`src/rtl/pfq_pkg.sv`:
```
package pfq_pkg;

    parameter int ADDR_W  = 16;
    parameter int INSTR_W = 32;
    parameter int OFF_W   = 12;

    typedef enum logic [1:0] {
        CLS_PLAIN = 2'b00,
        CLS_JUMP  = 2'b01,
        CLS_COND  = 2'b10
    } cls_e;

    typedef struct packed {
        logic [INSTR_W-1:0] instr;
        logic [ADDR_W-1:0]  addr;
        logic               spec;
    } entry_t;

    // The two top bits select the word class.
    function automatic cls_e classify(input logic [INSTR_W-1:0] w);
        case (w[INSTR_W-1 -: 2])
            2'b10:   return CLS_JUMP;
            2'b11:   return CLS_COND;
            default: return CLS_PLAIN;
        endcase
    endfunction

    function automatic logic [ADDR_W-1:0] branch_target(
        input logic [ADDR_W-1:0]  pc,
        input logic [INSTR_W-1:0] w
    );
        logic [ADDR_W+OFF_W-1:0] wide;
        wide = {{ADDR_W{w[OFF_W-1]}}, w[OFF_W-1:0]};
        return pc + wide[ADDR_W-1:0];
    endfunction

    function automatic logic [ADDR_W-1:0] next_seq(input logic [ADDR_W-1:0] pc);
        return pc + ADDR_W'(1);
    endfunction

endpackage

```
`src/rtl/pfq_decode.sv`:
```
module pfq_decode
    import pfq_pkg::*;
(
    input  logic [INSTR_W-1:0] word,
    input  logic [ADDR_W-1:0]  pc,
    output cls_e               cls,
    output logic [ADDR_W-1:0]  target
);
    always_comb begin
        cls    = classify(word);
        target = branch_target(pc, word);
    end
endmodule

```
`src/rtl/pfq_fifo.sv`:
```
module pfq_fifo
    import pfq_pkg::*;
#(
    parameter int DEPTH = 2,
    parameter int CNT_W = $clog2(DEPTH + 1)
) (
    input  logic             clk,
    input  logic             rst,
    input  logic             flush,
    input  logic             push,
    input  entry_t           din,
    input  logic             pop,
    output entry_t           dout,
    output logic             valid,
    output logic [CNT_W-1:0] count
);
    localparam int PTR_W = (DEPTH > 1) ? $clog2(DEPTH) : 1;

    entry_t           slots [DEPTH];
    logic [PTR_W-1:0] wr_ptr, rd_ptr;
    logic             do_push, do_pop;

    assign do_push = push && !flush;
    assign do_pop  = pop && valid && !flush;
    assign valid   = (count != '0);
    assign dout    = slots[rd_ptr];

    function automatic logic [PTR_W-1:0] bump(input logic [PTR_W-1:0] p);
        return (p == PTR_W'(DEPTH - 1)) ? '0 : p + PTR_W'(1);
    endfunction

    always_ff @(posedge clk) begin
        if (do_push) slots[wr_ptr] <= din;
    end

    always_ff @(posedge clk) begin
        if (rst || flush) begin
            wr_ptr <= '0;
            rd_ptr <= '0;
            count  <= '0;
        end else begin
            if (do_push) wr_ptr <= bump(wr_ptr);
            if (do_pop)  rd_ptr <= bump(rd_ptr);
            count <= count + CNT_W'(do_push) - CNT_W'(do_pop);
        end
    end
endmodule

```
`src/rtl/pfq_fetch_ctrl.sv`:
```
module pfq_fetch_ctrl
    import pfq_pkg::*;
#(
    parameter int                DEPTH      = 2,
    parameter int                EPOCH_W    = 3,
    parameter int                CNT_W      = $clog2(DEPTH + 1),
    parameter logic [ADDR_W-1:0] RESET_ADDR = '0
) (
    input  logic               clk,
    input  logic               rst,
    input  logic [CNT_W-1:0]   q_count,
    input  logic               rsp_valid,
    input  logic [EPOCH_W-1:0] rsp_tag,
    input  cls_e               rsp_cls,
    input  logic [ADDR_W-1:0]  rsp_target,
    input  logic               pred_taken,
    input  logic               redirect,
    input  logic [ADDR_W-1:0]  redirect_addr,
    output logic               req,
    output logic [ADDR_W-1:0]  req_addr,
    output logic [EPOCH_W-1:0] req_tag,
    output logic [ADDR_W-1:0]  rsp_addr,
    output logic               accept,
    output logic               spec_cur
);
    logic [CNT_W-1:0]   outst;
    logic [EPOCH_W-1:0] epoch;
    logic [ADDR_W-1:0]  fetch_pc, resp_pc;
    logic               spec_q;
    logic               take;
    logic [CNT_W:0]     in_use;

    assign in_use   = {1'b0, outst} + {1'b0, q_count};
    assign req      = !rst && (in_use < (CNT_W + 1)'(DEPTH));
    assign req_addr = fetch_pc;
    assign req_tag  = epoch;
    assign rsp_addr = resp_pc;
    assign spec_cur = spec_q;
    assign accept   = rsp_valid && (rsp_tag == epoch) && !redirect;
    assign take     = accept && ((rsp_cls == CLS_JUMP) ||
                                 ((rsp_cls == CLS_COND) && pred_taken));

    always_ff @(posedge clk) begin
        if (rst) begin
            outst    <= '0;
            epoch    <= '0;
            fetch_pc <= RESET_ADDR;
            resp_pc  <= RESET_ADDR;
            spec_q   <= 1'b0;
        end else begin
            outst <= outst + CNT_W'(req) - CNT_W'(rsp_valid);
            if (redirect) begin
                fetch_pc <= redirect_addr;
                resp_pc  <= redirect_addr;
                epoch    <= epoch + EPOCH_W'(1);
                spec_q   <= 1'b0;
            end else begin
                if (take) begin
                    fetch_pc <= rsp_target;
                    resp_pc  <= rsp_target;
                    epoch    <= epoch + EPOCH_W'(1);
                end else begin
                    if (req)    fetch_pc <= next_seq(fetch_pc);
                    if (accept) resp_pc  <= next_seq(resp_pc);
                end
                if (accept && rsp_cls == CLS_COND) spec_q <= 1'b1;
            end
        end
    end
endmodule

```
`src/rtl/prefetch_queue.sv`:
```
module prefetch_queue
    import pfq_pkg::*;
#(
    parameter int                DEPTH      = 2,
    parameter int                EPOCH_W    = 3,
    parameter logic [ADDR_W-1:0] RESET_ADDR = '0
) (
    input  logic               clk,
    input  logic               rst,
    output logic               imem_req,
    output logic [ADDR_W-1:0]  imem_addr,
    output logic [EPOCH_W-1:0] imem_tag,
    input  logic               imem_rvalid,
    input  logic [INSTR_W-1:0] imem_rdata,
    input  logic [EPOCH_W-1:0] imem_rtag,
    input  logic               pred_taken,
    input  logic               redirect,
    input  logic [ADDR_W-1:0]  redirect_addr,
    output logic               q_valid,
    output logic [INSTR_W-1:0] q_instr,
    output logic [ADDR_W-1:0]  q_addr,
    output logic               q_spec,
    input  logic               q_pop
);
    localparam int CNT_W = $clog2(DEPTH + 1);

    logic [CNT_W-1:0]  q_count;
    logic              push, spec_cur;
    logic [ADDR_W-1:0] rsp_addr, rsp_target;
    cls_e              rsp_cls;
    entry_t            entry_in, entry_out;

    pfq_decode u_decode (
        .word   (imem_rdata),
        .pc     (rsp_addr),
        .cls    (rsp_cls),
        .target (rsp_target)
    );

    pfq_fetch_ctrl #(
        .DEPTH      (DEPTH),
        .EPOCH_W    (EPOCH_W),
        .CNT_W      (CNT_W),
        .RESET_ADDR (RESET_ADDR)
    ) u_ctrl (
        .clk           (clk),
        .rst           (rst),
        .q_count       (q_count),
        .rsp_valid     (imem_rvalid),
        .rsp_tag       (imem_rtag),
        .rsp_cls       (rsp_cls),
        .rsp_target    (rsp_target),
        .pred_taken    (pred_taken),
        .redirect      (redirect),
        .redirect_addr (redirect_addr),
        .req           (imem_req),
        .req_addr      (imem_addr),
        .req_tag       (imem_tag),
        .rsp_addr      (rsp_addr),
        .accept        (push),
        .spec_cur      (spec_cur)
    );

    always_comb begin
        entry_in.instr = imem_rdata;
        entry_in.addr  = rsp_addr;
        entry_in.spec  = spec_cur;
    end

    pfq_fifo #(
        .DEPTH (DEPTH),
        .CNT_W (CNT_W)
    ) u_fifo (
        .clk   (clk),
        .rst   (rst),
        .flush (redirect),
        .push  (push),
        .din   (entry_in),
        .pop   (q_pop),
        .dout  (entry_out),
        .valid (q_valid),
        .count (q_count)
    );

    assign q_instr = entry_out.instr;
    assign q_addr  = entry_out.addr;
    assign q_spec  = entry_out.spec;
endmodule

```
`config.mk`:
```
export PLATFORM = sky130hd
export DESIGN_NAME = prefetch_queue
export DESIGN_NICKNAME = d
export VERILOG_FILES = /design/src/rtl/pfq_pkg.sv /design/src/rtl/pfq_decode.sv /design/src/rtl/pfq_fifo.sv /design/src/rtl/pfq_fetch_ctrl.sv /design/src/rtl/prefetch_queue.sv
export SDC_FILE = /design/constraint.sdc
export NUM_CORES = 1
export LEC_CHECK = 0
export ABC_AREA = 1
export BUFFER_PORTS_ARGS = -buffer_cell sky130_fd_sc_hd__buf_2
export CELL_PAD_IN_SITES_DETAIL_PLACEMENT = 1
export CELL_PAD_IN_SITES_GLOBAL_PLACEMENT = 1
export CORE_ASPECT_RATIO = 1.1
export CORE_MARGIN = 2
export CORE_UTILIZATION = 44
export CTS_BUF_LIST = sky130_fd_sc_hd__clkbuf_2 sky130_fd_sc_hd__clkbuf_4 sky130_fd_sc_hd__clkbuf_8
export DETAILED_ROUTE_END_ITERATION = 8
export GPL_TIMING_DRIVEN = 1
export HOLD_SLACK_MARGIN = 0.03
export PLACE_DENSITY = 0.93
export SYNTH_ARGS = -nofsm -noshare
export SYNTH_HDL_FRONTEND = slang
export SYNTH_SLANG_ARGS = --single-unit
```
`constraint.sdc`:
```
create_clock -name clk -period 4.8 [get_ports clk]
set_clock_uncertainty 0.2 [all_clocks]
set_input_delay 0.24 -clock clk [delete_from_list [all_inputs] [get_ports clk]]
set_output_delay 0.24 -clock clk [all_outputs]
set_load 0.1 [all_outputs]
```
### Yosys cells after proc, flatten, opt, wreduce, memory -nomap -nowiden

Memory sizes are Yosys's and may differ from the RTL's. A register that Yosys moved wholly into a read port is not among the register bits.
Cells that the tools add are included.

| storage, ports and cells | value |
|---|---|
| memories kept | 1 |
| memory bits (writable) | 98 |
| input port bits | 57 |
| bits in registers | 42 |

| cells by class | value |
|---|---|
| $add $sub $neg | 11 |
| muxes and demuxes | 15 |
| equal/unequal tests | 5 |
| magnitude comparators | 1 |
| reductions and logical operators | 18 |

Memory list:

| memory | depth | width | read ports | clocked after memory_dff | wr ports | line | RTL |
|---|---|---|---|---|---|---|---|
| u_fifo.slots | 2 | 49 | 1 | 1 | 1 | pfq_fifo.sv:19 | `entry_t slots [DEPTH];` |

Operators with widths:

| kind | count |
|---|---|
| $mux W16 | 6 |
| $add A16 B1 Y16 const B | 2 |
| $add A16 B16 Y16 | 1 |
| $logic_and A1 B1 Y1 | 9 |
| $eq A2 B2 Y1 const B | 3 |
| $mux W1 | 6 |
| $mux W3 | 2 |
| $reduce_bool A3 Y1 | 2 |
| $add A2 B1 Y2 | 2 |
| $pmux W2 S2 | 1 |
| $reduce_bool A2 Y1 | 2 |
| $sub A2 B1 Y2 | 2 |
| $add A2 B2 Y3 | 1 |
| $add A3 B1 Y3 const B | 1 |
| $eq A3 B3 Y1 | 1 |
| $lt A3 B2 Y1 const B | 1 |
| $add A1 B1 Y1 const B | 2 |
| $eq A2 B1 Y1 const B | 1 |
| $logic_not A1 Y1 | 2 |
| $logic_or A1 B1 Y1 | 2 |
| $reduce_or A2 Y1 | 1 |

### Longest topological paths before layout

Gate-level depths: netlist (run 1).

| depth | value |
|---|---|
| depth in word-level cells | 8 |
| depth in mapped cells | 13 |

### Modules after synthesis

From an unflattened synthesis (run 1), not the netlist that was laid out.

| unflattened totals | value |
|---|---|
| cell total of the unflattened synthesis | 823 |
| area, all modules | 7,528.5 um^2 |

By module, submodules not included:

| module | sequential area each (um^2) | instances | area each (um^2) | cells an instance |
|---|---|---|---|---|
| pfq_fifo | 3,042.9 | 1 | 3,831.2 | 190 |
| pfq_fetch_ctrl | 760.7 | 1 | 2,751.4 | 453 |
| pfq_decode | 0.0 | 1 | 945.9 | 180 |

### Least setup slack after synthesis (run 1)

Ideal clock, no wire load.

| timing | value |
|---|---|
| kind | reg-to-reg |
| start point | register u_fifo.count[0] |
| end point | register u_ctrl.outst[1] |
| setup slack | 76 ps |
| path buffers | 0 |
| setup time | 120 ps |
| clock period less this slack | 4,724 ps |
| arrival | 4,404 ps |
| cell stages (with the launch flop) | 12 |
| path through | dfxtp_1 > nand2_1 > inv_1 > fa_1 > nor3_1 > inv_1 > ha_1 > inv_1 > ha_1 > xor2_1 > o21ai_0 > a21oi_1 |

| on the way | value |
|---|---|
| longest elaborated chain between the ends | 5 |

Ends and longest elaborated chain:

| item | line | RTL |
|---|---|---|
| start, declared | pfq_fifo.sv:15 | `output logic [CNT_W-1:0] count` |
| start signal, assigned | pfq_fifo.sv:44 | `count <= count + CNT_W'(do_push) - CNT_W'(do_pop);` |
| $add A2 B2 Y3 | pfq_fetch_ctrl.sv:33 | `assign in_use = {1'b0, outst} + {1'b0, q_count};` |
| $lt A3 B2 Y1 | pfq_fetch_ctrl.sv:34 | `assign req = !rst && (in_use < (CNT_W + 1)'(DEPTH));` |
| $logic_and A1 B1 Y1 | pfq_fetch_ctrl.sv:34 |  |
| named net imem_req | prefetch_queue.sv:10 | `output logic imem_req,` |
| $add A2 B1 Y2 | pfq_fetch_ctrl.sv:51 | `outst <= outst + CNT_W'(req) - CNT_W'(rsp_valid);` |
| $sub A2 B1 Y2 | pfq_fetch_ctrl.sv:51 |  |
| end signal, assigned | pfq_fetch_ctrl.sv:51 |  |
| end, declared | pfq_fetch_ctrl.sv:26 | `logic [CNT_W-1:0] outst;` |

The timed path passes the listed nets, and every way through them passes these cells.
A chain may end at the register's enable or synchronous reset.

### Final worst setup path (run 1)

| timing | value |
|---|---|
| start point | register u_fifo.count[0] |
| end point | register u_ctrl.outst[1] |

| on the way | value |
|---|---|
| longest elaborated chain between the ends | 5 |

Ends and longest elaborated chain:

| item | line |
|---|---|
| $add A2 B2 Y3 | pfq_fetch_ctrl.sv:33 |
| $lt A3 B2 Y1 | pfq_fetch_ctrl.sv:34 |
| $logic_and A1 B1 Y1 | pfq_fetch_ctrl.sv:34 |
| $add A2 B1 Y2 | pfq_fetch_ctrl.sv:51 |
| $sub A2 B1 Y2 | pfq_fetch_ctrl.sv:51 |

No other way between the ends.

==> metrics.txt, run 1 <==
# TYPE chip_impl_metric gauge
chip_impl_info{name="run_status",value="complete, no violations"} 1
chip_impl_metric{name="worstMarginPinSlew",unit="ns"} 1.178
chip_impl_metric{name="power_density",unit="nW/um^2"} 327.3
chip_impl_metric{name="clock_tree.buffer_depth",unit=""} 2
chip_impl_metric{name="routed_wirelength",unit="um"} 23520
chip_impl_metric{name="syn_avg_cell_area",unit="um^2"} 9.209
chip_impl_info{name="regToRegStartpoint",value="u_fifo.count[0]"} 1
chip_impl_metric{name="grt_use_met2",unit="%"} 49.35
chip_impl_info{name="globalRoute.busiestLayer",value="met2"} 1
chip_impl_metric{name="grt_remaining_overflow",unit=""} 0
chip_impl_metric{name="total_count_of_hold_check_failures_in_the_final_report",unit=""} 0
chip_impl_metric{name="global_route_wire_length_before_repair",unit="um"} 36330
chip_impl_metric{name="synth_sequential_area_ratio",unit="%"} 51.96
chip_impl_metric{name="finalSetupViolations",unit=""} 0
chip_impl_metric{name="p_leak",unit="nW"} 3.946
chip_impl_metric{name="detailedRoute.firstIterationViolations",unit=""} 430
chip_impl_metric{name="die_x",unit="um"} 127.0
chip_impl_info{name="ff_to_ff_end",value="u_ctrl.outst[1]"} 1
chip_impl_metric{name="routed-via-count",unit=""} 6403
chip_impl_metric{name="core_area",unit="um^2"} 16310
chip_impl_metric{name="grt_pass1_vias",unit=""} 6776
chip_impl_metric{name="grt_util_met3",unit="%"} 4.652
chip_impl_info{name="yosys_most_used_dff",value="sky130_fd_sc_hd__edfxtp_1"} 1
chip_impl_metric{name="final_design_area_no_fill",unit="um^2"} 9010
chip_impl_metric{name="drv_cap",unit=""} 0
chip_impl_metric{name="r2r_slack",unit="ns"} 1.63
chip_impl_metric{name="synth_fp_nets",unit=""} 876
chip_impl_metric{name="async_flop_share",unit="%"} 0
chip_impl_info{name="dominant_cells_by_area_after_synthesis",value="sky130_fd_sc_hd__edfxtp_1, sky130_fd_sc_hd__dfxtp_1, sky130_fd_sc_hd__nand2_1, sky130_fd_sc_hd__mux2_2, sky130_fd_sc_hd__inv_1"} 1
chip_impl_metric{name="core.rowCount",unit=""} 49
chip_impl_metric{name="dr.pass1.iters",unit=""} 5
chip_impl_metric{name="hold-path-cell-count",unit=""} 3
chip_impl_metric{name="final_util",unit="%"} 55.25
chip_impl_metric{name="power.ir.vdd_worst",unit="mV"} 0.1655
chip_impl_metric{name="syn_to_final_growth",unit="%"} 23.07
chip_impl_metric{name="crit_fanout",unit=""} 4
chip_impl_info{name="worst_setup_path_start_kind",value="flip-flop"} 1
chip_impl_metric{name="design_power_total",unit="mW"} 2.949
chip_impl_metric{name="rr_worst_depth",unit=""} 11
chip_impl_metric{name="cts_post_setup_buffers_inserted",unit=""} 0
chip_impl_info{name="holdPathEnd",value="u_ctrl.rsp_addr[5]"} 1
chip_impl_metric{name="synth_enable_flop_cells",unit=""} 98
chip_impl_metric{name="timing.final.crit_share",unit="%"} 65.94
chip_impl_info{name="synth.largest_area_cell",value="sky130_fd_sc_hd__edfxtp_1"} 1
chip_impl_metric{name="gpl.final_weighted_congestion",unit=""} 0.8223
chip_impl_info{name="cts_root_buffer",value="sky130_fd_sc_hd__clkbuf_8"} 1
chip_impl_info{name="cp-end-kind",value="flip-flop"} 1
chip_impl_metric{name="postRouteAntennaNets",unit=""} 0
chip_impl_metric{name="share_of_the_synthesized_area_in_the_top_cell_type",unit="%"} 40.20
chip_impl_info{name="rsz0062_at_grt",value="false"} 1
chip_impl_metric{name="post_synth_inst_count",unit=""} 795
chip_impl_metric{name="synth_cell_types",unit=""} 32
chip_impl_metric{name="clock_latency_late_sink",unit="ns"} 0.46
chip_impl_metric{name="final_max_slew_viol_count",unit=""} 0
chip_impl_info{name="layout_common_cells",value="sky130_fd_sc_hd__nand2_1, sky130_fd_sc_hd__buf_2, sky130_fd_sc_hd__edfxtp_1, sky130_fd_sc_hd__inv_1, sky130_fd_sc_hd__nor2_1"} 1
chip_impl_metric{name="totalNegativeSetupSlack",unit="ns"} 0
chip_impl_info{name="mostFrequentLayoutCell",value="sky130_fd_sc_hd__nand2_1"} 1
chip_impl_metric{name="timing.max_slew.rel_slack",unit="%"} 21.45
chip_impl_metric{name="critPathRequiredTime",unit="ns"} 4.97
chip_impl_metric{name="cts_resized",unit=""} 0
chip_impl_info{name="tritoncts",value="yes"} 1
chip_impl_metric{name="dpl_cell_area",unit="um^2"} 8128
chip_impl_metric{name="viasPerCell",unit=""} 5.381
chip_impl_metric{name="nets",unit=""} 1054
chip_impl_metric{name="top_level_port_count",unit=""} 127
chip_impl_metric{name="fmax",unit="MHz"} 315.9
chip_impl_metric{name="die_h",unit="um"} 139.3
chip_impl_metric{name="synth.ff_latch_count",unit=""} 141
chip_impl_metric{name="mappedNetlistArea",unit="um^2"} 7321
chip_impl_metric{name="globalRouteMet1Util",unit="%"} 30.62
chip_impl_metric{name="antenna_found_initial",unit=""} 0
chip_impl_metric{name="cts.reportedPaths.clkPinSlew",unit="ns"} 0.10
chip_impl_metric{name="drive_gt1_share",unit="%"} 23.53
chip_impl_metric{name="die_area",unit="um^2"} 17690
chip_impl_metric{name="place.port_buffers",unit=""} 126
chip_impl_metric{name="fin_crit",unit="ns"} 3.165
chip_impl_info{name="critical_path_class",value="flip-flop to flip-flop"} 1
chip_impl_metric{name="grt_start_max_net_pins",unit=""} 51
chip_impl_metric{name="route.detailed.wl_per_inst",unit="um"} 19.76
chip_impl_metric{name="dp_hpwl",unit="um"} 14810
chip_impl_metric{name="cts_sinks",unit=""} 141
chip_impl_metric{name="htree_num_levels",unit=""} 4
chip_impl_metric{name="ys.warnings.count",unit=""} 0
chip_impl_info{name="hp-class",value="input port to flip-flop"} 1
chip_impl_metric{name="drcViolationCount",unit=""} 0
chip_impl_metric{name="post_cts_hold_buffer_count",unit=""} 51
chip_impl_metric{name="grt_util_all_layers",unit="%"} 26.69
chip_impl_metric{name="initial_utilization",unit="%"} 44.89
chip_impl_metric{name="final_hold_slack",unit="ns"} 0.1270
chip_impl_metric{name="cts_made_buffers",unit=""} 17
chip_impl_metric{name="n_antenna_cell",unit=""} 0
chip_impl_metric{name="critical_path_arrival",unit="ns"} 3.34
chip_impl_info{name="hold_path.startpoint",value="redirect"} 1
cell usage after synthesis, types with 3 or more instances:
cell	instances
sky130_fd_sc_hd__ha_1	22
sky130_fd_sc_hd__xor2_1	17
sky130_fd_sc_hd__edfxtp_1	98
sky130_fd_sc_hd__o21ai_1	19
sky130_fd_sc_hd__nand2_1	205
sky130_fd_sc_hd__o21ai_0	29
sky130_fd_sc_hd__nand3b_1	6
sky130_fd_sc_hd__clkbuf_1	9
sky130_fd_sc_hd__buf_6	4
sky130_fd_sc_hd__mux2_2	49
sky130_fd_sc_hd__inv_2	4
sky130_fd_sc_hd__nor3_1	12
sky130_fd_sc_hd__dfxtp_1	43
sky130_fd_sc_hd__or2_2	11
sky130_fd_sc_hd__nand4_1	5
sky130_fd_sc_hd__buf_1	3
sky130_fd_sc_hd__a21oi_1	50
sky130_fd_sc_hd__nand3_1	35
sky130_fd_sc_hd__xnor2_1	6
sky130_fd_sc_hd__inv_1	85
sky130_fd_sc_hd__nor2_1	65
sky130_fd_sc_hd__buf_2	4
final cells by class:
class | count | area [um^2]
sequential | 141 | 3805
inverter | 90 | 337.8
clock buffer | 20 | 256.5
fill | 1915 | 7298
tap | 204 | 255.2
clock inverter | 12 | 115.1
multi-input combinational | 544 | 3084
timing repair buffer | 179 | 1156
state kept, by name (all words and copies together), names as in the netlist, named ones only:
register / cells
u_fifo.count: 2
u_fifo.slots: 98
u_fifo.wr_ptr: 1
u_ctrl.req_addr: 16
u_ctrl.req_tag: 3
u_ctrl.outst: 2
u_ctrl.spec_cur: 1
u_fifo.rd_ptr: 1
u_ctrl.rsp_addr: 16
worst max-delay path by stage:
stage                         start                  end  slack [ns]  cells past startpoint
floorplan           u_fifo.count[0]      u_ctrl.outst[1]        0.08                     11
global placement           redirect  u_fifo.slots[1][39]        1.50                      5
detailed placement         redirect  u_fifo.slots[1][38]        1.39                      5
CTS                 u_fifo.count[0]      u_ctrl.outst[1]        1.76                     11
global route        u_fifo.count[0]      u_ctrl.outst[1]        1.57                     11
finish              u_fifo.count[0]      u_ctrl.outst[1]        1.63                     11
per-layer routing:
layer / wire length [um] / share of wire (%)
met1: 9316 / 40
met2: 12450 / 53
met3: 1072 / 4.6
met4: 681 / 2.9
met5: 0 / 0
cell families after synthesis:
logic type	count (synthesis)	synth area share (%)
muxes	49	7.537
xor gates and xnor gates	23	2.752
DFF	141	51.96
and+or+nand+nor	346	20.24
adders and majority gates	24	4.307
buffers and inverters	110	6.118
AOI/OAI and AO/OA	102	7.093
critical path, stage by stage, from the launching register on:
cell	delay, ns
sky130_fd_sc_hd__dfxtp_1	0.39
sky130_fd_sc_hd__nand2_1	0.10
sky130_fd_sc_hd__inv_1	0.08
sky130_fd_sc_hd__fa_1	0.42
sky130_fd_sc_hd__nor3_1	0.43
sky130_fd_sc_hd__inv_1	0.27
sky130_fd_sc_hd__ha_1	0.36
sky130_fd_sc_hd__inv_1	0.06
sky130_fd_sc_hd__ha_1	0.14
sky130_fd_sc_hd__xor2_1	0.25
sky130_fd_sc_hd__o21ai_0	0.17
sky130_fd_sc_hd__a21oi_1	0.22
metrics by stage:
stage / std cells / setup WS, ns
2_1_floorplan: 795 / 0.07634
3_3_place_gp: 1107 / 1.501
3_5_place_dp: 1107 / 1.389
4_1_cts: 1190 / 1.763
5_1_grt: 1190 / 1.571
6_report: 1190 / 1.635
report_power, final:
| part | switching (mW) | internal (mW) | total [mW] | leakage (nW) |
|---|---|---|---|---|
| Clock | 0.511 | 0.432 | 0.943 | 0.180 |
| Combinational | 0.433 | 0.173 | 0.605 | 2.53 |
| Sequential | 0.0591 | 1.34 | 1.40 | 1.24 |
| Total | 1.00 | 1.95 | 2.95 | 3.95 |
Power figures use the tool's default switching activity.
==> inputs of run 2 (changes only) <==
Settings changed: ABC_AREA 1 to 0, CORE_UTILIZATION 44 to 42, PLACE_DENSITY 0.93 to 0.9.
Clock period 4.8 ns to 2.8 ns, I/O delays scaled along.
==> metrics.txt, run 2 <==
# TYPE chip_impl_metric gauge
chip_impl_metric{name="clock_latency_late_sink",unit="ns"} 0.46
chip_impl_metric{name="post_synth_inst_count",unit=""} 579
chip_impl_info{name="worstPathCellList",value="dlygate4sd3_1 > buf_2 > ha_1 > a21o_2 > a31oi_1 > a32o_2 > o21ba_2 > mux2i_1 > o221a_2"} 1
chip_impl_metric{name="critical_path_arrival",unit="ns"} 2.93
chip_impl_metric{name="n_antenna_cell",unit=""} 0
chip_impl_metric{name="syn_avg_cell_area",unit="um^2"} 11.98
chip_impl_metric{name="dp_hpwl",unit="um"} 15200
chip_impl_metric{name="clock_tree.buffer_depth",unit=""} 2
chip_impl_info{name="synth.cells.most_frequent",value="sky130_fd_sc_hd__edfxtp_1, sky130_fd_sc_hd__mux2_2, sky130_fd_sc_hd__dfxtp_1, sky130_fd_sc_hd__nor2_1, sky130_fd_sc_hd__a21oi_1"} 1
chip_impl_info{name="layout_common_cells",value="sky130_fd_sc_hd__buf_2, sky130_fd_sc_hd__edfxtp_1, sky130_fd_sc_hd__dlygate4sd3_1, sky130_fd_sc_hd__mux2_2"} 1
chip_impl_metric{name="drive_gt1_share",unit="%"} 34.60
chip_impl_metric{name="final_max_slew_viol_count",unit=""} 0
chip_impl_info{name="tritoncts",value="yes"} 1
chip_impl_metric{name="global_route_wire_length_before_repair",unit="um"} 33880
chip_impl_metric{name="grt_pass1_vias",unit=""} 6187
chip_impl_metric{name="htree_num_levels",unit=""} 4
chip_impl_metric{name="drv_cap",unit=""} 0
chip_impl_metric{name="timing.max_slew.rel_slack",unit="%"} 56.58
chip_impl_metric{name="share_of_the_synthesized_area_in_the_top_cell_type",unit="%"} 42.43
chip_impl_metric{name="multi_input_comb_area",unit="um^2"} 3060
chip_impl_metric{name="synth.ff_latch_count",unit=""} 141
chip_impl_metric{name="syn_to_final_growth",unit="%"} 29.73
chip_impl_metric{name="finalSetupViolations",unit=""} 0
chip_impl_metric{name="die_x",unit="um"} 126.5
chip_impl_metric{name="routed_wirelength",unit="um"} 21330
chip_impl_info{name="synth.largest_area_cell",value="sky130_fd_sc_hd__edfxtp_1"} 1
chip_impl_metric{name="core.rowCount",unit=""} 49
chip_impl_metric{name="cts.reportedPaths.clkPinSlew",unit="ns"} 0.08
chip_impl_metric{name="rr_worst_depth",unit=""} 8
chip_impl_info{name="yosys_most_used_dff",value="sky130_fd_sc_hd__edfxtp_1"} 1
chip_impl_metric{name="grt_remaining_overflow",unit=""} 0
chip_impl_info{name="regToRegStartpoint",value="u_ctrl.rsp_addr[0]"} 1
chip_impl_metric{name="die_h",unit="um"} 138.8
chip_impl_metric{name="core_area",unit="um^2"} 16250
chip_impl_metric{name="antenna_found_initial",unit=""} 0
chip_impl_metric{name="critPathRequiredTime",unit="ns"} 3.01
chip_impl_metric{name="final_hold_slack",unit="ns"} 0.07326
chip_impl_metric{name="largest_register_ffs",unit=""} 98
chip_impl_metric{name="mappedNetlistArea",unit="um^2"} 6935
chip_impl_info{name="critical_path.startpoint",value="imem_rdata[4]"} 1
chip_impl_metric{name="ys.warnings.count",unit=""} 0
chip_impl_metric{name="power.ir.vdd_worst",unit="mV"} 0.3240
chip_impl_info{name="dominant_cells_by_area_after_synthesis",value="sky130_fd_sc_hd__edfxtp_1, sky130_fd_sc_hd__dfxtp_1, sky130_fd_sc_hd__mux2_2, sky130_fd_sc_hd__ha_1, sky130_fd_sc_hd__a21oi_1"} 1
chip_impl_metric{name="place.port_buffers",unit=""} 126
chip_impl_metric{name="initial_utilization",unit="%"} 42.69
chip_impl_metric{name="gpl.final_weighted_congestion",unit=""} 0.8727
chip_impl_metric{name="timing.final.crit_share",unit="%"} 97.17
chip_impl_info{name="run_status",value="complete, no violations"} 1
chip_impl_metric{name="worstMarginPinSlew",unit="ns"} 0.6513
chip_impl_info{name="mostFrequentLayoutCell",value="sky130_fd_sc_hd__buf_2"} 1
chip_impl_info{name="crit_path_top_delay_cell",value="sky130_fd_sc_hd__dlygate4sd3_1"} 1
chip_impl_metric{name="p_leak",unit="nW"} 3.490
chip_impl_metric{name="power_density",unit="nW/um^2"} 580.0
chip_impl_info{name="rsz0062_at_grt",value="false"} 1
chip_impl_metric{name="cts_made_buffers",unit=""} 17
chip_impl_metric{name="top_level_port_count",unit=""} 127
chip_impl_info{name="hp-class",value="input port to flip-flop"} 1
chip_impl_info{name="synthMostInstantiatedCell",value="sky130_fd_sc_hd__edfxtp_1"} 1
chip_impl_metric{name="viasPerCell",unit=""} 5.822
chip_impl_metric{name="async_flop_share",unit="%"} 0
chip_impl_metric{name="grt_start_max_net_pins",unit=""} 50
chip_impl_metric{name="routed-via-count",unit=""} 5799
chip_impl_metric{name="design_power_total",unit="mW"} 5.219
chip_impl_info{name="regMostFlops",value="u_fifo.slots"} 1
chip_impl_metric{name="cts_post_setup_buffers_inserted",unit=""} 0
chip_impl_info{name="ff_to_ff_end",value="u_ctrl.rsp_addr[10]"} 1
chip_impl_metric{name="cp_slowest_stage_delay",unit="ns"} 0.55
chip_impl_metric{name="crit_fanout",unit=""} 6
chip_impl_metric{name="route.detailed.wl_per_inst",unit="um"} 21.42
chip_impl_metric{name="detailedRoute.firstIterationViolations",unit=""} 380
chip_impl_metric{name="total_count_of_hold_check_failures_in_the_final_report",unit=""} 0
chip_impl_metric{name="drcViolationCount",unit=""} 0
chip_impl_info{name="critical_path_class",value="input port to flip-flop"} 1
chip_impl_info{name="cp-end-kind",value="flip-flop"} 1
chip_impl_metric{name="nets",unit=""} 860
chip_impl_metric{name="final.fill_count",unit=""} 1717
chip_impl_info{name="timing.critical_path.to",value="u_ctrl.rsp_addr[13]"} 1
chip_impl_metric{name="r2r_slack",unit="ns"} 0.08
chip_impl_metric{name="synth_cell_types",unit=""} 79
chip_impl_metric{name="cts_sinks",unit=""} 141
chip_impl_metric{name="synth_enable_flop_cells",unit=""} 98
chip_impl_metric{name="die_area",unit="um^2"} 17560
chip_impl_metric{name="synth_fp_nets",unit=""} 660
chip_impl_info{name="worst_setup_path_start_kind",value="input port"} 1
chip_impl_metric{name="postRouteAntennaNets",unit=""} 0
chip_impl_metric{name="fmax",unit="MHz"} 367.5
chip_impl_metric{name="dr.pass1.iters",unit=""} 5
chip_impl_metric{name="fin_crit",unit="ns"} 2.721
chip_impl_info{name="cts_root_buffer",value="sky130_fd_sc_hd__clkbuf_8"} 1
chip_impl_metric{name="grt_util_all_layers",unit="%"} 24.66
chip_impl_metric{name="synth_sequential_area_ratio",unit="%"} 54.84
chip_impl_metric{name="ff_latch_area",unit="um^2"} 3817
chip_impl_metric{name="final_util",unit="%"} 55.38
[run 2: critical path, delay by kind of cell]
family / cells / cell delay [ns]
AO/OA/AOI/OAI: 5 / 1.32
multiplexers: 1 / 0.37
buffers and inverters: 2 / 0.70
adder cells (fa/ha/maj): 1 / 0.39
[run 2: where the power goes]
part | internal (mW) | leakage (nW) | switching [mW]
clock | 0.892 | 0.205 | 0.810
sequential | 2.30 | 1.25 | 0.0840
combinational | 0.355 | 2.04 | 0.776
total | 3.55 | 3.49 | 1.67
[run 2: layout make-up]
type	count	share of cell area [%]
repair buffers	207	15.49
clock buffers	18	2.684
clock inverters	14	1.863
multi-input cells	397	34.01
well taps	204	2.837
flip-flops and latches	141	42.43
inverters	15	0.6814
[run 2: cell families after synthesis]
group                    share of synthesized area (%)
XOR/XNOR                                         4.546
multiplexers                                     8.407
buffers and inverters                            2.453
AND/OR/NAND/NOR                                  10.88
flip-flops                                       54.84
adder cells (fa/ha/maj)                          4.546
AO/OA/AOI/OAI                                    14.32
[run 2: worst min-delay path by stage]
stage / to / cells past startpoint / startpoint
2_1_floorplan: u_fifo.slots[0][17] / 0 / imem_rdata[0]
3_3_place_gp: u_fifo.slots[0][45] / 1 / imem_rdata[28]
3_5_place_dp: u_fifo.slots[1][40] / 1 / imem_rdata[23]
4_1_cts: u_ctrl.rsp_addr[9] / 4 / imem_rvalid
5_1_grt: u_ctrl.rsp_addr[9] / 4 / imem_rvalid
6_report: u_ctrl.rsp_addr[9] / 4 / imem_rvalid
[run 2: metrics by stage]
| stage | cells | worst slack [ns] | instance area, um^2 | setup TNS [ns] |
|---|---|---|---|---|
| 5_1_grt | 996 | 0.02363 | 8997 | 0 |
| 4_1_cts | 996 | 0.01184 | 8964 | 0 |
| 3_3_place_gp | 913 | 0.1181 | 8043 | 0 |
| 3_5_place_dp | 913 | 0.05548 | 8043 | 0 |
| 6_report | 996 | 0.07921 | 8997 | 0 |
| 2_1_floorplan | 579 | -0.1342 | 7027 | -6.576 |
[run 2: repair_timing]
item,in CTS,in global routing
hold buffers,51,0
gates resized for setup,1,8
endpoints found under the hold margin,102,0
setup endpoints to repair,1,7
pin swaps,0,1
[run 2: layer usage]
metal,part of all wire [%],vias up,global-route usage [%]
met1,42,2895,30.71
li1,-,2627,-
met5,0,-,0
met4,3.1,0,9.254
met3,5.5,59,4.745
met2,50,218,42.39
==> inputs of run 3 (changes only) <==
Settings changed: CORE_MARGIN 2 to not set, CORE_UTILIZATION 42 to 30, PLACE_DENSITY 0.9 to 0.71.
==> metrics.txt, run 3 (synthesis results as in run 2) <==
# TYPE chip_impl_metric gauge
chip_impl_info{name="hold_path.startpoint",value="redirect"} 1
chip_impl_metric{name="dp.cells",unit=""} 1007
chip_impl_metric{name="critical_path_arrival",unit="ns"} 2.82
chip_impl_metric{name="timing.max_slew.rel_slack",unit="%"} 59.32
chip_impl_metric{name="grt_util_all_layers",unit="%"} 18.16
chip_impl_metric{name="final_design_area_no_fill",unit="um^2"} 9171
chip_impl_info{name="critical_path_class",value="input port to flip-flop"} 1
chip_impl_metric{name="cts_sinks",unit=""} 141
chip_impl_metric{name="detailedRoute.firstIterationViolations",unit=""} 278
chip_impl_metric{name="die_h",unit="um"} 161.5
chip_impl_metric{name="htree_num_levels",unit=""} 4
chip_impl_metric{name="finalSetupViolations",unit=""} 0
chip_impl_metric{name="viasPerCell",unit=""} 5.126
chip_impl_metric{name="placement.setup.worst_slack",unit="ns"} 0.06747
chip_impl_metric{name="final_hold_slack",unit="ns"} 0.06608
chip_impl_info{name="regMostFlops",value="u_fifo.slots"} 1
chip_impl_metric{name="grt_start_max_net_pins",unit=""} 50
chip_impl_info{name="mostFrequentLayoutCell",value="sky130_fd_sc_hd__buf_2"} 1
chip_impl_metric{name="cts_made_buffers",unit=""} 17
chip_impl_metric{name="core_area",unit="um^2"} 22390
chip_impl_metric{name="grt_pass1_vias",unit=""} 5856
chip_impl_metric{name="routed_wirelength",unit="um"} 20730
chip_impl_metric{name="syn_to_final_growth",unit="%"} 32.24
chip_impl_metric{name="dpl_cell_area",unit="um^2"} 8204
chip_impl_info{name="cts_root_buffer",value="sky130_fd_sc_hd__clkbuf_8"} 1
chip_impl_info{name="rsz0062_at_grt",value="false"} 1
chip_impl_metric{name="die_x",unit="um"} 147.0
chip_impl_info{name="tritoncts",value="yes"} 1
chip_impl_metric{name="n_antenna_cell",unit=""} 0
chip_impl_metric{name="gpl.final_weighted_congestion",unit=""} 0.8434
chip_impl_metric{name="place.port_buffers",unit=""} 126
chip_impl_info{name="worst_setup_path_start_kind",value="input port"} 1
chip_impl_metric{name="power_density",unit="nW/um^2"} 567.4
chip_impl_metric{name="design_power_total",unit="mW"} 5.204
chip_impl_metric{name="critPathRequiredTime",unit="ns"} 2.95
chip_impl_metric{name="cts.reportedPaths.clkPinSlew",unit="ns"} 0.08
chip_impl_metric{name="power.ir.vdd_worst",unit="mV"} 0.2106
chip_impl_metric{name="final_max_slew_viol_count",unit=""} 0
chip_impl_metric{name="total_count_of_hold_check_failures_in_the_final_report",unit=""} 0
chip_impl_metric{name="clock_latency_late_sink",unit="ns"} 0.46
chip_impl_metric{name="fin_crit",unit="ns"} 2.670
chip_impl_metric{name="fmax",unit="MHz"} 374.5
chip_impl_metric{name="global_route_wire_length_before_repair",unit="um"} 32980
chip_impl_info{name="hp-class",value="input port to flip-flop"} 1
chip_impl_metric{name="postLayoutSetupSlackWorst",unit="ns"} 0.1297
chip_impl_info{name="layout_common_cells",value="sky130_fd_sc_hd__buf_2, sky130_fd_sc_hd__edfxtp_1, sky130_fd_sc_hd__dlygate4sd3_1, sky130_fd_sc_hd__mux2_2"} 1
chip_impl_metric{name="die_area",unit="um^2"} 23730
chip_impl_metric{name="crit_fanout",unit=""} 4
chip_impl_metric{name="dr.pass1.iters",unit=""} 4
chip_impl_metric{name="post_layout_nonfiller_instances",unit=""} 1090
chip_impl_metric{name="nets",unit=""} 864
chip_impl_metric{name="postRouteAntennaNets",unit=""} 0
chip_impl_metric{name="routed-via-count",unit=""} 5587
chip_impl_metric{name="drv_cap",unit=""} 0
chip_impl_metric{name="final.fill_count",unit=""} 2477
chip_impl_info{name="run_status",value="complete, no violations"} 1
chip_impl_metric{name="antenna_found_initial",unit=""} 0
chip_impl_metric{name="drive_gt1_share",unit="%"} 34.97
chip_impl_info{name="regToRegStartpoint",value="u_ctrl.outst[0]"} 1
chip_impl_metric{name="dp_hpwl",unit="um"} 14820
chip_impl_metric{name="grt_remaining_overflow",unit=""} 0
chip_impl_metric{name="timing.final.crit_share",unit="%"} 95.37
chip_impl_metric{name="drcViolationCount",unit=""} 0
chip_impl_metric{name="initial_utilization",unit="%"} 30.97
chip_impl_metric{name="largest_register_ffs",unit=""} 98
chip_impl_metric{name="worstMarginPinSlew",unit="ns"} 0.6080
chip_impl_metric{name="core.rowCount",unit=""} 57
chip_impl_info{name="critical_path.startpoint",value="imem_rdata[0]"} 1
chip_impl_metric{name="route.detailed.wl_per_inst",unit="um"} 19.02
chip_impl_info{name="cp-end-kind",value="flip-flop"} 1
chip_impl_metric{name="top_level_port_count",unit=""} 127
chip_impl_metric{name="p_leak",unit="nW"} 3.510
chip_impl_metric{name="clock_tree.buffer_depth",unit=""} 2
==> run 3: worst paths after layout <==
check,endpoint,slack [ns],cells past startpoint
worst min register to register,u_fifo.slots[1][0],0.27,0
worst min-delay path,u_ctrl.rsp_addr[15],0.07,3
worst max register to register,u_ctrl.req_addr[11],0.16,9
worst max-delay path,u_ctrl.rsp_addr[12],0.13,10
==> run 3: area by class of cell <==
cell class	instances	area, um^2	share of cell area (%)
tap	295	369.1	4.025
clock buffer	17	234.0	2.551
inverter	15	61.31	0.6685
clock inverter	14	167.7	1.828
multi-input combinational	397	3070	33.48
timing repair buffer	211	1451	15.83
sequential	141	3817	41.62
==> run 3: critical path, cell delays in order <==
cell	delay [ns]
sky130_fd_sc_hd__dlygate4sd3_1	0.54
sky130_fd_sc_hd__buf_2	0.14
sky130_fd_sc_hd__ha_2	0.20
sky130_fd_sc_hd__fa_2	0.35
sky130_fd_sc_hd__a21o_1	0.20
sky130_fd_sc_hd__a31o_2	0.27
sky130_fd_sc_hd__a221o_1	0.40
sky130_fd_sc_hd__a21oi_2	0.22
sky130_fd_sc_hd__o211ai_1	0.11
sky130_fd_sc_hd__a41o_1	0.25
==> run 3: per-stage QoR <==
stage                     util [%]  TNS [ns]
after floorplan                  -    -6.576
after global placement       36.64         0
after detailed placement     36.64         0
after CTS                    40.75         0
after global routing         40.95         0
final                        40.95         0
==> run 3: per-layer routing <==
| metal | global-route usage (%) | vias to the layer above | wire length, um |
|---|---|---|---|
| met1 | 23.24 | 2742 | 9095 |
| met5 | 0 | - | 0 |
| li1 | - | 2638 | - |
| met4 | 7.123 | 0 | 393 |
| met3 | 4.153 | 27 | 1277 |
| met2 | 29.71 | 180 | 9964 |
==> run 3: report_power, final <==
part / internal (mW) / total (mW) / leakage, nW / switching [mW]
logic: 0.355 / 1.12 / 2.06 / 0.770
clock network: 0.877 / 1.70 / 0.200 / 0.822
registers: 2.30 / 2.38 / 1.25 / 0.0784
total: 3.53 / 5.20 / 3.51 / 1.67
==> run 3: timing repair <==
action / in CTS / in global routing
resized for setup: 0 / 9
hold buffers: 52 / 0
hold endpoints to repair: 101 / 0
setup buffers: 0 / 0
setup endpoints to repair: 0 / 8
